<file path="config.mk">
export PLATFORM = sky130hd
export DESIGN_NAME = useq_ctrl
export DESIGN_NICKNAME = d
export VERILOG_FILES = /design/src/rtl/useq_pkg.sv /design/src/rtl/ctrl_store.sv /design/src/rtl/bus_src_dec.sv /design/src/rtl/useq_seq.sv /design/src/rtl/useq_ctrl.sv
export SDC_FILE = /design/constraint.sdc
export NUM_CORES = 1
export LEC_CHECK = 0
export ABC_AREA = 1
export BUFFER_PORTS_ARGS = -buffer_cell sky130_fd_sc_hd__buf_2
export CAP_MARGIN = 20
export CORE_AREA = 2 2 39 41
export CTS_BUF_LIST = sky130_fd_sc_hd__clkbuf_2
export DETAILED_ROUTE_END_ITERATION = 8
export DIE_AREA = 0 0 41 43
export PLACE_DENSITY = 0.69
export SLEW_MARGIN = 20
export SYNTH_ARGS = -nofsm -noshare
export SYNTH_HDL_FRONTEND = slang
export SYNTH_HIERARCHICAL = 1
export SYNTH_SLANG_ARGS = --single-unit
</file>
<file path="constraint.sdc">
create_clock -name clk_i -period 1.75 [get_ports clk_i]
set_input_delay 0.0875 -clock clk_i [delete_from_list [all_inputs] [get_ports clk_i]]
set_output_delay 0.0875 -clock clk_i [all_outputs]
set_load 0.03 [all_outputs]
</file>
<file path="src/rtl/useq_pkg.sv">
package useq_pkg;
  localparam int UPC_W = 3;
  localparam int SRC_W = 3;
  localparam int NSRC  = 5;
  localparam int OP_W  = 3;

  typedef enum logic [1:0] {
    ALU_PASS = 2'd0, ALU_ADD = 2'd1, ALU_AND = 2'd2, ALU_NOT = 2'd3
  } alu_op_e;

  // vertical bus-source code; 6,7 unused -> no driver
  typedef enum logic [SRC_W-1:0] {
    SRC_NONE = 3'd0, SRC_IR = 3'd1, SRC_PC = 3'd2,
    SRC_MDR  = 3'd3, SRC_ACC = 3'd4, SRC_Z = 3'd5
  } src_e;

  typedef struct packed {
    logic [UPC_W-1:0] next;
    logic             dispatch;
    src_e             src;
    logic             mar_ld;
    logic             mem_rd;
    logic             mem_wr;
    logic             mdr_ld;
    logic             ir_ld;
    logic             y_ld;
    logic             z_ld;
    logic             acc_ld;
    logic             pc_inc;
    alu_op_e          alu_op;
  } uword_t;
endpackage

</file>
<file path="src/rtl/ctrl_store.sv">
module ctrl_store
  import useq_pkg::*;
(
  input  logic [UPC_W-1:0] upc_i,
  output uword_t           word_o
);
  always_comb begin
    word_o = '0;
    case (upc_i)
      UPC_W'(0): begin word_o.src = SRC_PC;  word_o.mar_ld = 1'b1; word_o.next = UPC_W'(1); end
      UPC_W'(1): begin word_o.mem_rd = 1'b1; word_o.pc_inc = 1'b1; word_o.next = UPC_W'(2); end
      UPC_W'(2): begin word_o.mdr_ld = 1'b1; word_o.next = UPC_W'(3); end
      UPC_W'(3): begin word_o.src = SRC_MDR; word_o.ir_ld = 1'b1; word_o.dispatch = 1'b1; end
      UPC_W'(4): begin word_o.src = SRC_IR;  word_o.y_ld = 1'b1; word_o.next = UPC_W'(5); end
      UPC_W'(5): begin word_o.src = SRC_ACC; word_o.alu_op = ALU_ADD; word_o.next = UPC_W'(6); end
      UPC_W'(6): begin word_o.z_ld = 1'b1;   word_o.next = UPC_W'(7); end
      UPC_W'(7): begin word_o.src = SRC_Z;   word_o.acc_ld = 1'b1; word_o.next = UPC_W'(0); end
      default:   word_o = '0;
    endcase
  end
endmodule

</file>
<file path="src/rtl/bus_src_dec.sv">
module bus_src_dec #(
  parameter int SRC_W = 3,
  parameter int NSRC  = 5
) (
  input  logic [SRC_W-1:0] code_i,
  output logic [NSRC-1:0]  oe_o
);
  for (genvar g = 0; g < NSRC; g++) begin : g_oe
    assign oe_o[g] = (code_i == SRC_W'(g + 1));
  end


  always_comb begin
    src_onehot_chk: assert ($onehot0(oe_o));
  end
endmodule

</file>
<file path="src/rtl/useq_seq.sv">
module useq_seq
  import useq_pkg::*;
#(
  parameter logic [OP_W-1:0]  ADD_OP      = 3'b010,
  parameter logic [UPC_W-1:0] ADD_ENTRY   = 3'd4,
  parameter logic [UPC_W-1:0] FETCH_ENTRY = 3'd0
) (
  input  logic             clk_i,
  input  logic             rst_ni,
  input  logic             dispatch_i,
  input  logic [UPC_W-1:0] next_i,
  input  logic [OP_W-1:0]  opcode_i,
  output logic [UPC_W-1:0] upc_o,
  output logic             run_o
);
  logic [UPC_W-1:0] upc_q, disp_addr, upc_d;

  always_comb begin
    case (opcode_i)
      ADD_OP:  disp_addr = ADD_ENTRY;
      default: disp_addr = FETCH_ENTRY;
    endcase
  end

  assign upc_d = dispatch_i ? disp_addr : next_i;

  always_ff @(posedge clk_i or negedge rst_ni) begin
    if (!rst_ni) begin
      upc_q <= FETCH_ENTRY;
      run_o <= 1'b0;
    end else begin
      run_o <= 1'b1;
      if (run_o) upc_q <= upc_d;
    end
  end

  assign upc_o = upc_q;
endmodule

</file>
<file path="src/rtl/useq_ctrl.sv">
module useq_ctrl
  import useq_pkg::*;
(
  input  logic            clk_i,
  input  logic            rst_ni,
  input  logic [OP_W-1:0] opcode_i,
  output logic [NSRC-1:0] bus_oe_o,
  output logic            mar_ld_o,
  output logic            mem_rd_o,
  output logic            mem_wr_o,
  output logic            mdr_ld_o,
  output logic            ir_ld_o,
  output logic            y_ld_o,
  output logic            z_ld_o,
  output logic            acc_ld_o,
  output logic            pc_inc_o,
  output logic [1:0]      alu_op_o
);
  logic [UPC_W-1:0] upc;
  logic             run;
  uword_t           word, word_g;

  useq_seq u_seq (
    .clk_i, .rst_ni,
    .dispatch_i (word_g.dispatch),
    .next_i     (word_g.next),
    .opcode_i,
    .upc_o      (upc),
    .run_o      (run)
  );

  ctrl_store u_store (.upc_i(upc), .word_o(word));

  assign word_g = run ? word : '0;

  bus_src_dec #(.SRC_W(SRC_W), .NSRC(NSRC)) u_dec (
    .code_i (word_g.src),
    .oe_o   (bus_oe_o)
  );

  assign mar_ld_o = word_g.mar_ld;
  assign mem_rd_o = word_g.mem_rd;
  assign mem_wr_o = word_g.mem_wr;
  assign mdr_ld_o = word_g.mdr_ld;
  assign ir_ld_o  = word_g.ir_ld;
  assign y_ld_o   = word_g.y_ld;
  assign z_ld_o   = word_g.z_ld;
  assign acc_ld_o = word_g.acc_ld;
  assign pc_inc_o = word_g.pc_inc;
  assign alu_op_o = word_g.alu_op;


  rd_then_capture_chk: assert property (@(posedge clk_i) disable iff (!rst_ni)
    mem_rd_o |=> mdr_ld_o);

  add_dispatch_chk: assert property (@(posedge clk_i) disable iff (!rst_ni)
    (ir_ld_o && opcode_i == 3'b010) |=> (y_ld_o && bus_oe_o == 5'b00001));

  other_dispatch_chk: assert property (@(posedge clk_i) disable iff (!rst_ni)
    (ir_ld_o && opcode_i != 3'b010) |=> (mar_ld_o && bus_oe_o == 5'b00010));

  z_to_acc_chk: assert property (@(posedge clk_i) disable iff (!rst_ni)
    z_ld_o |=> (acc_ld_o && bus_oe_o == 5'b10000));

  acc_to_fetch_chk: assert property (@(posedge clk_i) disable iff (!rst_ni)
    acc_ld_o |=> mar_ld_o);
endmodule

</file>
==> results.txt <==
R2r endpoint: u_seq/upc_o[2]
Crit path DAT: 1.46 ns
Cell Area, Synth: 546 um2
Flops & latches, synth: 4
Max-Cap Viols: 0
Fmax: 0.645 GHz
Vias: 524
Status: finished clean
Clock sink count: 4
Die area: 0.00176 mm2
First-pass GRT wire length: 1480 um
Clock root buffer: clkbuf_2
Cell Chain, Critical Path: inv_2, nand2_4, nand2_4, nor2_2, nand2_1, inv_1, inv_2, nand2_2, nor2_1, buf_2
Post-Route WL: 956 um
Residual DRC: 0
Chip height: 43 um
Worst hold start: opcode_i[2]
Yosys warnings: 6
P_leak: 0.500 nW
Layout cell share with drive strength beyond 1: 29.3%
Total setup buffers inserted after CTS: 0
Min cycle time layout: 1.55 ns
Iteration-0 DRC Markers: 8
Post-layout util: 44.1%
Post-CTS resize count: 0
Chip Width: 41 um
Overall Global Routing Usage: 12.2%
Syn Inst Count: 101
P&R area growth vs syn: 11.9%
Vias per cell: 3.97
Setup crit start kind: register
Setup crit start: u_seq/upc_o[0]
CTS H-tree depth: 1
Overall Power: 349 uW
Setup TNS: 0 ns
GR Overflow Total: 0
Initial antenna violation count: 0
Critical path class: reg2out
RePlAce Congestion: 0.732
Design Area, Final: 611 um2
ANT cells: 0
Slew Viols, Final: 0
PwrDens: 571 mW/mm2
Largest area contributor in the netlist: nand2_1
Worst r2r path cells: 9
Reg2Reg Setup Slack: 0.43 ns
Synth top area cells: nand2_1 (21%), dfrtp_1 (18%), inv_1 (17%)
Antenna viol nets, final: 0
Synth unique cells: 15
Max rail drop VDD: 335 uV
Hold crit path type: in2reg
Syn avg cell area: 5.40 um2
Clock-pin transition on the worst setup and hold timing paths: 0.04 ns
Top Ports: 21
Worst skew pair latency: 0.20 ns
Crit Path Max Fanout: 7
CP Capture Type: output pin
First drt pass iteration count: 4
Setup violators final: 0
Synth top area share: 20.6%
Placed wire-length estimate: 753 um
Hold Fails Final Rpt: 0
I/O Buffers: 18
Slowest CP cell: dfrtp_1
Worst Clk Skew: 0.00469 ns
RSZ-0062 raised after global routing: no
Fin nets: 123
Core area: 0.00138 mm2
Hold path cells: 4
Slowest stage delay, CP: 0.45 ns
WL/cell: 7.24 um
Tcrit/Tclk final: 88.7%
Most frequent cells in the layout: nand2_1 (30), inv_1 (24), buf_2 (18)
Num rows: 14
Required time worst endpoint: 1.66 ns
Initial Utilization: 39.4%
CTS Buf Count: 3
Largest net degree at the start of global routing: 14
Sequential area share after synthesis: 18.3%
Start of the worst register-to-register path: u_seq/upc_o[1]
Commonest non-fill, non-tap cell in the layout: nand2_1
Hold Path Sink: u_seq/upc_o[2]
Vias in the first global route: 425
Post-DP Area: 586 um2
TritonCTS clock tree: yes
Max clock buf depth: 2
-- cell families (layout without fill, tap and decap cells) --
group	after synthesis	count (layout)	synth area share, %
AND/OR/NAND/NOR	56	56	44.5
AO/OA/AOI/OAI	1	1	0.917
other	2	3	1.38
buffers and inverters	38	52	34.9
flip-flops	4	4	18.3
-- worst max-delay path by stage --
stage             endpoint  cells past startpoint
6_report       bus_oe_o[4]                     10
4_1_cts        bus_oe_o[4]                     10
5_1_grt        bus_oe_o[1]                      9
3_5_place_dp   bus_oe_o[0]                      9
2_1_floorplan  bus_oe_o[3]                      9
3_3_place_gp   bus_oe_o[1]                      9
-- area by class of cell --
class                      instances  area (um2)
multi-input combinational         60         259
timing repair buffer              20         108
sequential                         4         100
fill                             160         773
clock buffer                       3        15.0
inverter                          29         109
tap                               16        20.0
-- stage by stage --
stage	instances	hold WS, ns	setup slack [ns]
2_1_floorplan	102	-0.208	0.362
3_3_place_gp	128	-0.107	0.446
3_5_place_dp	128	-0.107	0.408
4_1_cts	132	0.138	0.176
5_1_grt	132	0.140	0.000959
6_report	132	0.146	0.199
-- report_power, final --
group	leakage, nW	switching (mW)	internal, mW	total [mW]
registers	0.0516	0.0173	0.100	0.117
logic	0.436	0.103	0.0479	0.151
clock network	0.0125	0.0344	0.0460	0.0805
-- registers in the layout (all words and copies together), names as in the netlist --
| signal | cells |
|---|---|
| u_seq/upc_o | 3 |
| u_seq/run_o | 1 |
-- synth_stat cells --
| cell type | number |
|---|---|
| nand2_1 | 30 |
| inv_1 | 24 |
| nor2_1 | 15 |
| buf_4 | 6 |
| inv_2 | 5 |
| dfrtp_1 | 4 |
| nand3_1 | 4 |
| nand2_2 | 3 |
| conb_1 | 2 |
| nand2_4 | 2 |
| nor2_2 | 2 |
| a21oi_1 | 1 |
| buf_12 | 1 |
| buf_2 | 1 |
| buf_6 | 1 |
-- per-layer routing --
metal | vias to the layer above | GRT usage, % | share of wire, %
met2 | 13 | 17.8 | 49
met1 | 215 | 14.3 | 47
met3 | 0 | 3.14 | 3.9
met5 | - | 0 | 0
li1 | 296 | - | -
met4 | 0 | 9.33 | 0
-- worst max-delay path: cells and delay by family (launching register included) --
kind	cells	cell delay (ns)
and+or+nand+nor	6	0.36
buffers and inverters	4	0.45
DFF	1	0.45
-- timing repair --
action,CTS,global route
endpoints found under the setup margin,0,0
hold buffers,1,0
hold endpoints to repair,4,0
(Power assumes the default switching activity.)
